### src/rtl/cgb_pkg.sv
package cgb_pkg;
  localparam int GATES_PER_WORD = 16;
  localparam int ADDR_W = 12;
  localparam logic [ADDR_W-1:0] CTL_BASE = 12'h600;
  localparam logic [ADDR_W-1:0] MON_BASE = 12'h800;
  localparam int IDX_W = 8;

  // strobes from the decoder to the datapath
  typedef struct packed {
    logic             ctlWrite;
    logic             ctlRead;
    logic             monRead;
    logic             anyRead;
    logic [IDX_W-1:0] wordIdx;
  } busStrobes_t;
endpackage

### src/rtl/cgb_ctrl.sv
module cgb_ctrl
  import cgb_pkg::*;
#(
  parameter int NUM_WORDS = 2
) (
  input  logic              wrEn,
  input  logic              rdEn,
  input  logic [ADDR_W-1:0] addr,
  output busStrobes_t       strb
);
  logic [ADDR_W-1:0] ctlOff, monOff;
  logic              aligned, ctlHit, monHit;

  always_comb begin
    ctlOff  = addr - CTL_BASE;
    monOff  = addr - MON_BASE;
    aligned = (addr[1:0] == 2'b00);
    ctlHit  = aligned && (addr >= CTL_BASE) && (int'(ctlOff[ADDR_W-1:2]) < NUM_WORDS);
    monHit  = aligned && (addr >= MON_BASE) && (int'(monOff[ADDR_W-1:2]) < NUM_WORDS);

    strb.ctlWrite = wrEn && ctlHit;
    strb.ctlRead  = rdEn && ctlHit;
    strb.monRead  = rdEn && monHit;
    strb.anyRead  = rdEn;
    strb.wordIdx  = ctlHit ? ctlOff[IDX_W+1:2] : monOff[IDX_W+1:2];
  end
endmodule

### src/rtl/cgb_datapath.sv
module cgb_datapath
  import cgb_pkg::*;
#(
  parameter int NUM_WORDS = 2,
  parameter int SETTLE_CYCLES = 4,
  parameter logic [NUM_WORDS*GATES_PER_WORD-1:0] CRIT_MASK = '0,
  parameter logic [NUM_WORDS*GATES_PER_WORD-1:0] MON_MASK = '1
) (
  input  logic                              clk,
  input  logic                              rstN,
  input  busStrobes_t                       strb,
  input  logic [31:0]                       wrData,
  input  logic [$clog2(NUM_WORDS*GATES_PER_WORD)-1:0] statusIdx,
  output logic [NUM_WORDS*GATES_PER_WORD-1:0] enVec,
  output logic [31:0]                       rdData,
  output logic                              statusOn
);
  localparam int NG = NUM_WORDS * GATES_PER_WORD;

  logic [NG-1:0] monRaw, monVec;
  logic [15:0]   wrMask, wrVal;

  assign wrMask = wrData[31:16];
  assign wrVal  = wrData[15:0];

  // enable storage with per-bit masked update
  always_ff @(posedge clk or negedge rstN) begin
    if (!rstN) begin
      enVec <= CRIT_MASK;
    end else if (strb.ctlWrite) begin
      for (int w = 0; w < NUM_WORDS; w++) begin
        if (int'(strb.wordIdx) == w) begin
          enVec[w*GATES_PER_WORD +: GATES_PER_WORD] <=
            (enVec[w*GATES_PER_WORD +: GATES_PER_WORD] & ~wrMask) | (wrVal & wrMask);
        end
      end
    end
  end

  // monitor model: enable delayed by SETTLE_CYCLES edges
  generate
    if (SETTLE_CYCLES == 0) begin : g_noDelay
      assign monRaw = enVec;
    end else begin : g_delay
      logic [NG-1:0] monPipe [SETTLE_CYCLES];
      always_ff @(posedge clk or negedge rstN) begin
        if (!rstN) begin
          for (int s = 0; s < SETTLE_CYCLES; s++) monPipe[s] <= CRIT_MASK;
        end else begin
          monPipe[0] <= enVec;
          for (int s = 1; s < SETTLE_CYCLES; s++) monPipe[s] <= monPipe[s-1];
        end
      end
      assign monRaw = monPipe[SETTLE_CYCLES-1];
    end
  endgenerate

  assign monVec = monRaw & MON_MASK;

  // registered read mux
  logic [15:0] ctlWordSel, monWordSel;
  always_comb begin
    ctlWordSel = '0;
    monWordSel = '0;
    for (int w = 0; w < NUM_WORDS; w++) begin
      if (int'(strb.wordIdx) == w) begin
        ctlWordSel = enVec[w*GATES_PER_WORD +: GATES_PER_WORD];
        monWordSel = monVec[w*GATES_PER_WORD +: GATES_PER_WORD];
      end
    end
  end

  always_ff @(posedge clk or negedge rstN) begin
    if (!rstN) begin
      rdData <= '0;
    end else if (strb.anyRead) begin
      if (strb.ctlRead)      rdData <= {16'h0, ctlWordSel};
      else if (strb.monRead) rdData <= {16'h0, monWordSel};
      else                   rdData <= '0;
    end
  end

  assign statusOn = MON_MASK[statusIdx] ? monVec[statusIdx] : enVec[statusIdx];

  // ---- checks ----
  logic [IDX_W-1:0] lastIdx;
  logic [15:0]      wordAfter;
  always_ff @(posedge clk or negedge rstN) begin
    if (!rstN) lastIdx <= '0;
    else       lastIdx <= strb.wordIdx;
  end
  always_comb begin
    wordAfter = '0;
    for (int w = 0; w < NUM_WORDS; w++)
      if (int'(lastIdx) == w) wordAfter = enVec[w*GATES_PER_WORD +: GATES_PER_WORD];
  end


  masked_bits_written_chk: assert property (@(posedge clk) disable iff (!rstN)
    strb.ctlWrite |=> (((wordAfter ^ $past(wrData[15:0])) & $past(wrData[31:16])) == 16'h0));


  no_stray_update_chk: assert property (@(posedge clk) disable iff (!rstN)
    !strb.ctlWrite |=> $stable(enVec));


  ctl_upper_zero_chk: assert property (@(posedge clk) disable iff (!rstN)
    strb.ctlRead |=> (rdData[31:16] == 16'h0));


  unmapped_read_zero_chk: assert property (@(posedge clk) disable iff (!rstN)
    (strb.anyRead && !strb.ctlRead && !strb.monRead) |=> (rdData == 32'h0));
endmodule

### src/rtl/clk_gate_bank.sv
module clk_gate_bank
  import cgb_pkg::*;
#(
  parameter int NUM_WORDS = 2,
  parameter int SETTLE_CYCLES = 4,
  parameter logic [NUM_WORDS*16-1:0] CRIT_MASK = 32'h0001_8001,
  parameter logic [NUM_WORDS*16-1:0] MON_MASK = 32'h7FFF_7FFF
) (
  input  logic                                clk,
  input  logic                                rstN,
  input  logic                                wrEn,
  input  logic                                rdEn,
  input  logic [11:0]                         addr,
  input  logic [31:0]                         wrData,
  output logic [31:0]                         rdData,
  output logic [NUM_WORDS*16-1:0]             gateEn,
  input  logic [$clog2(NUM_WORDS*16)-1:0]     statusIdx,
  output logic                                statusOn
);
  busStrobes_t strb;

  cgb_ctrl #(.NUM_WORDS(NUM_WORDS)) u_ctrl (
    .wrEn (wrEn),
    .rdEn (rdEn),
    .addr (addr),
    .strb (strb)
  );

  cgb_datapath #(
    .NUM_WORDS    (NUM_WORDS),
    .SETTLE_CYCLES(SETTLE_CYCLES),
    .CRIT_MASK    (CRIT_MASK),
    .MON_MASK     (MON_MASK)
  ) u_dp (
    .clk      (clk),
    .rstN     (rstN),
    .strb     (strb),
    .wrData   (wrData),
    .statusIdx(statusIdx),
    .enVec    (gateEn),
    .rdData   (rdData),
    .statusOn (statusOn)
  );
endmodule

### config.mk
export PLATFORM = sky130hd
export DESIGN_NAME = clk_gate_bank
export DESIGN_NICKNAME = d
export VERILOG_FILES = /design/src/rtl/cgb_pkg.sv /design/src/rtl/cgb_ctrl.sv /design/src/rtl/cgb_datapath.sv /design/src/rtl/clk_gate_bank.sv
export SDC_FILE = /design/constraint.sdc
export NUM_CORES = 1
export LEC_CHECK = 0
export BUFFER_PORTS_ARGS = -buffer_cell sky130_fd_sc_hd__buf_2
export CAP_MARGIN = 15
export CORE_ASPECT_RATIO = 2
export CORE_MARGIN = 2
export CORE_UTILIZATION = 59
export DETAILED_ROUTE_END_ITERATION = 16
export GPL_ROUTABILITY_DRIVEN = 0
export GPL_TIMING_DRIVEN = 0
export PLACE_DENSITY = 0.84
export SYNTH_ARGS = -nofsm -noshare
export SYNTH_HDL_FRONTEND = slang
export SYNTH_SLANG_ARGS = --single-unit
### constraint.sdc
create_clock -name clk -period 5.8 [get_ports clk]
set_input_delay 1.16 -clock clk [delete_from_list [all_inputs] [get_ports clk]]
set_output_delay 1.16 -clock clk [all_outputs]
set_load 0.005 [all_outputs]
==> results of run 1 <==
## cell usage after synthesis, drive strengths merged (2+ instances only)
cell,instances,area [sq um]
dfrtp,157,3929
clkbuf,7,26.28
inv,4,15.01
mux2,36,405.4
a2111oi,2,17.52
nand3b,2,15.01
dfstp,11,289.0
mux4,7,157.7
nor3,18,165.1
nand2,19,71.32
nor4,3,25.02
nor2,20,75.07
o21a,14,105.1
mux2i,31,310.3
o221ai,14,185.2
buf,29,196.4
nand3,5,25.02
ha,2,25.02
## worst max path at each step
stage	from	endpoint	slack (ps)	cells after the start
floorplan	statusIdx[1]	statusOn	2080	5
global placement	rstN	u_dp.rdData[0]	1390	1
detailed placement	statusIdx[1]	statusOn	1700	6
CTS	statusIdx[1]	statusOn	1690	6
global route	statusIdx[1]	statusOn	1580	6
finish	statusIdx[1]	statusOn	1710	6
## final cells by class
| cell class | instances | share of cell area |
|---|---|---|
| buffer | 36 | 0.02956 |
| clock buffer | 18 | 0.05830 |
| clock inverter | 14 | 0.02624 |
| inverter | 4 | 0.001993 |
| multi-input combinational | 203 | 0.2327 |
| sequential | 168 | 0.5599 |
| tap | 135 | 0.02242 |
| timing repair buffer | 98 | 0.06893 |
## logic make-up (layout without fill, tap and decap cells)
group / count (synthesis) / count (layout)
other: 1 / 16
AND/OR/NAND/NOR: 73 / 73
multiplexers: 74 / 74
AO/OA/AOI/OAI: 37 / 37
XOR/XNOR: 1 / 1
buffers and inverters: 40 / 170
adder cells (fa/ha/maj): 2 / 2
flip-flops: 168 / 168
## per-layer routing
metal | routed length [um] | part of all wire | track usage | vias to the layer above
met1 | 4885 | 0.35 | 0.2904 | 1926
met2 | 7645 | 0.56 | 0.4673 | 158
met5 | 0 | 0 | 0 | -
met3 | 714 | 0.052 | 0.06493 | 37
met4 | 518 | 0.038 | 0.1373 | 0
li1 | - | - | - | 1632
## report_power, final
group / internal [mW] / switching [mW] / leakage (nW) / total [mW]
Combinational: 0.0460 / 0.0725 / 1.25 / 0.118
Clock: 0.735 / 0.462 / 0.307 / 1.20
Sequential: 1.18 / 0.00538 / 2.29 / 1.19
Total: 1.96 / 0.539 / 3.85 / 2.50
## stage by stage
step | area (sq um) | utilization | std cells | setup WS, ps | power [mW]
5_1_grt | 7533 | 0.7422 | 676 | 1583 | 2.575
2_1_floorplan | 6208 | - | 411 | 2078 | 1.258
3_3_place_gp | 6863 | 0.6762 | 643 | 1393 | 1.318
3_5_place_dp | 6897 | 0.6795 | 644 | 1697 | 1.326
6_report | 7533 | 0.7422 | 676 | 1709 | 2.502
4_1_cts | 7533 | 0.7422 | 676 | 1689 | 2.511
## worst max-delay path, cell delays in order
cell      delay [ps]
clkbuf_1         490
mux4_2           580
mux2_2           280
a31oi_1          160
nand3_1          110
buf_2            140
==> results.tsv, run 1 <==
stage	metric	value	unit
floorplanning	row_count	52	
timing	clock.fmax	0.2444	GHz
min_path	min_to	u_dp.g_delay.monPipe[77]	
clock_network	post_cts_resized	0	
final_layout	syn_to_final_growth	22.45	%
drt	vias	3753	
timing	tightest_slew	884.8	ps
setup_path	startpoint_type	input port	
yosys	ys_ff_latch	168	
drt	drt_wl_total	13.76	mm
final_layout	seq_area	0.004218	sq mm
final_layout	layout_common_cells	dfrtp_1, buf_2, mux2i_1	
clock_network	root_buffer	clkbuf_16	
setup_path	arrival	2930	ps
global_route	overflow	0	
setup_path	r2r_slack	4550	ps
setup_path	r2r.worst_path.cells	3	
final_layout	drive_gt1_frac	0.3919	
yosys	ys.flop_type	dfrtp_1	
final_layout	nFillCells	639	
pwr	worst_ir_drop_vdd	376.2	uV
setup_path	rr_endpoint	u_dp.rdData[14]	
setup_path	crit_type	in2out	
floorplanning	fp.coreArea	0.01015	sq mm
floorplanning	initial_core_util	0.6061	
yosys	synth-seq-area-share	0.6856	
drt	drcViolationCount	0	
floorplanning	die-area	0.01131	sq mm
timing	setup_viol	0	
timing	finalClockSkew	6.152	ps
clock_network	clockBufferDepth	2	
run	maxCapViolCount	0	
global_route	antenna_found_initial	0	
drt	drt_iter0_drc	249	
pwr	leakage	3.847	nW
outcome	run_status	complete, no violations	
clock_network	postCtsHoldBufs	0	
timing	relSlewSlack	0.4101	
global_route	grt_pass1_vias	4050	
min_path	hold_path_class	reg2reg	
timing	min_period	4091	ps
final_layout	multi_input_comb_area	0.001753	sq mm
timing	final_hold_viol_count	0	
setup_path	crit_required	4640	ps
drt	via_per_inst	5.552	
timing	report.final.slew_viol_count	0	
final_layout	nets	583	
yosys	syn-mean-instance-area	15.54	sq um
timing	rsz0062_at_grt	false	
timing	whs	342.6	ps
floorplanning	fp.dieW	76.21	um
drt	drtPass1Iterations	4	
yosys	synth_compound_area_frac	0.05796	
clock_network	clk_pin_slew	60	ps
timing	finalSetupTns	0	ps
yosys	synth_edf_count	0	
setup_path	crit_fanout	9	
min_path	min_from	u_dp.g_delay.monPipe[109]	
yosys	synth_area	0.006152	sq mm
yosys	synthSimpleGateAreaFrac	0.06976	
min_path	holdPathStages	0	
drt	wl_per_cell	20.36	um
final_layout	final_common_cell	dfrtp_1	
clock_network	cts_setup_buffers	0	
final_layout	antenna_cells	0	
floorplanning	io_pins	118	
setup_path	r2r-start	u_dp.rdData[14]	
clock_network	tritoncts	done	
yosys	synth_warnings	0	
yosys	synth_xor_area_frac	0.001424	
setup_path	end_kind	output pin	
yosys	synthAdderAreaFrac	0.004068	
yosys	synth_mux_area_frac	0.1420	
yosys	synth-async-reset-ratio	1.000	
pwr	power_density	332.1	mW/mm^2
placement	detailed_place_hpwl	9.209	mm
global_route	grt_max_degree	101	
clock_network	cts_max_level	4	
yosys	synth_top_family_by_area	multiplexers	
yosys	yosysUniqueCellTypes	40	
global_route	grt_pass1_wl	21.76	mm
yosys	synthCells	396	
clock_network	clock_sinks	168	
clock_network	cts_made_buffers	17	
floorplanning	fp.dieH	148.4	um
clock_network	clock_latency	420	ps
timing	finalCritPeriodShare	0.7054	
global_route	grtUsageTotal	0.2632	
placement	io_buffers	97	
drt	ant_nets	0	
Power figures use the tool's default switching activity.
==> run 2: changes to the inputs <==
- CORE_UTILIZATION: 59 -> 55
- PLACE_DENSITY: 0.84 -> 0.79
- clock period: 5.8 -> 4 ns (I/O delays scaled with it)
==> run 2 against run 1 <==
Die area up 7.0%. Clock power up 59%. Setup slack worse by 1100 ps. Core utilization down 4.3 points. Count of clock-buffer cells in the layout up 3. Wire length down 4.6%. Clock skew down 0.97 ps. Power up 52%. Cell area up 0.93%. Worst hold slack better by 0.77 ps. Largest cell class unchanged. Largest power group unchanged.
==> results.tsv, run 2 (synthesis gave the netlist of run 1 again) <==
stage	metric	value	unit	change
floorplanning	fp.dieW	78.79	um	+3.4%
floorplanning	die-area	0.01210	sq mm	+7.0%
global_route	overflow	0		unchanged
clock_network	clock_sinks	168		unchanged
drt	wl_per_cell	19.29	um	-5.3%
global_route	grt_pass1_vias	4047		-0.074%
setup_path	cp_slowest_cell	mux4_2		
global_route	antenna_found_initial	0		unchanged
pwr	clock_power_share	0.503		+0.025
clock_network	cts_setup_buffers	0		unchanged
setup_path	end_kind	output pin		
placement	post-place-ws	633.2	ps	-1064 ps
timing	finalCritPeriodShare	0.8373		
drt	drtPass1Iterations	4		unchanged
global_route	grt_max_degree	92		-8.9%
setup_path	crit_fanout	9		unchanged
final_layout	nets	583		unchanged
floorplanning	fp.coreArea	0.01088	sq mm	+7.2%
outcome	run_status	complete, no violations		
setup_path	crit_chain	clkbuf_1 -> mux4_2 -> mux2_2 -> a31oi_1 -> nand3_1 -> buf_2		
pwr	power.share.sequential	0.452		-0.022
pwr	swShare	0.1978		-0.01780
timing	clock.fmax	0.2986	GHz	
pwr	netSwitchingPower	0.7524	mW	+39%
timing	finalClockSkew	5.184	ps	-0.9679 ps
timing	rsz0062_at_grt	false		
placement	detailed_place_hpwl	8.927	mm	-3.1%
pwr	p_int	3.051	mW	+55%
pwr	power_density	500.2	mW/mm^2	+51%
clock_network	root_buffer	clkbuf_16		
drt	ant_nets	0		unchanged
setup_path	crit_type	in2out		
final_layout	syn_to_final_growth	23.59	%	
timing	tightest_slew	864.4	ps	-20.42 ps
setup_path	startpoint_type	input port		
drt	via_per_inst	5.413		-2.5%
timing	relSlewSlack	0.4238		+0.01362
drt	drcViolationCount	0		unchanged
timing	min_period	3349	ps	
clock_network	clockBufferDepth	2		unchanged
setup_path	max_stage_delay	570	ps	about the same
floorplanning	fp.dieH	153.6	um	+3.5%
setup_path	crit_required	3200	ps	-1440 ps
drt	drt_wl_total	13.14	mm	-4.6%
floorplanning	initial_core_util	0.5656		-0.04058
floorplanning	io_pins	118		unchanged
min_path	hold_path_class	reg2reg		
timing	final_hold_viol_count	0		unchanged
pwr	leakage	3.879	nW	+0.82%
final_layout	drive_gt1_frac	0.3882		-0.003697
drt	drt_iter0_drc	261		+4.8%
pwr	worst_ir_drop_vdd	493.2	uV	+31%
run	maxCapViolCount	0		unchanged
timing	setup_viol	0		unchanged
pwr	p_comb_frac	0.045		-0.002
clock_network	cts_made_buffers	17		unchanged
global_route	grtUsageTotal	0.2363		-0.02687
clock_network	clock_latency	410	ps	about the same
final_layout	post-route-util	0.6990		-0.04325
global_route	grt_pass1_wl	21.08	mm	-3.1%
clock_network	post_cts_resized	0		unchanged
floorplanning	row_count	54		+3.8%
clock_network	tritoncts	done		
clock_network	cts_max_level	4		unchanged
drt	vias	3686		-1.8%
timing	report.final.slew_viol_count	0		unchanged
placement	io_buffers	97		unchanged
final_layout	antenna_cells	0		unchanged
final_layout	layout_common_cells	dfrtp_1, buf_2, mux2i_1		
timing	worst_slack	650.8	ps	-1058 ps
clock_network	postCtsHoldBufs	0		unchanged
final_layout	final_common_cell	dfrtp_1		
clock_network	clk_pin_slew	60	ps	about the same
setup_path	arrival	2550	ps	-380 ps
run 2: changes by cell type in the layout (fill, tap and decap cells not counted), sizes merged:
cell      before  now
clkinvlp       2    1
bufinv         4    7
clkbuf        25   28
clkinv         6    1
run 2: layer usage:
metal / GRT usage / part of all wire / vias to the layer above
met2: 0.4046 / 0.54 / 139
met1: 0.2691 / 0.36 / 1883
met3: 0.06749 / 0.059 / 37
met4: 0.1119 / 0.036 / 0
li1: - / - / 1627
met5: 0 / 0 / -
run 2: worst paths after layout:
kind,from,to,slack (ps),cells after the start
setup / recovery,statusIdx[1],statusOn,650,6
hold / removal,u_dp.g_delay.monPipe[107],u_dp.g_delay.monPipe[75],340,0
setup reg to reg,u_dp.rdData[14],u_dp.rdData[14],2740,3
hold reg to reg,u_dp.g_delay.monPipe[107],u_dp.g_delay.monPipe[75],340,0
max in group asynchronous,rstN,async pin,2730,2
min in group asynchronous,rstN,async pin,450,1
run 2: critical path, delay by kind of cell:
family          cells  cell delay (ps)
compound gates      1              160
simple gates        1              100
buf+inv             2              620
mux                 2              850
run 2: power by group through the flow:
stage          clock network [mW]  registers (mW)  logic, mW
4_1_cts                      1.93            1.72      0.172
5_1_grt                      2.00            1.72      0.190
2_1_floorplan                   0            1.75     0.0733
6_report                     1.91            1.72      0.170
3_3_place_gp                    0            1.75      0.160
3_5_place_dp                    0            1.75      0.171
run 2: layout make-up:
cell class	instances	area [sq um]
flip-flops and latches	168	4218
fillers	700	3274
multi-input cells	203	1753
repair buffers	98	519.2
clock buffers	21	460.4
clock inverters	11	240.2
plain buffers	36	222.7
well taps	140	175.2
inverters	4	15.01
run 2: through the flow:
| stage | instances | hold WS (ps) | TNS (ps) | total power, mW | area, sq um |
|---|---|---|---|---|---|
| finish | 681 | 343.3 | 0 | 3.804 | 7604 |
| global route | 681 | 346.0 | 0 | 3.914 | 7604 |
| CTS | 681 | 345.0 | 0 | 3.827 | 7604 |
| detailed placement | 649 | 334.7 | 0 | 1.921 | 6903 |
| global placement | 648 | 331.5 | -4987 | 1.910 | 6869 |
| floorplan | 411 | 331.2 | 0 | 1.824 | 6208 |
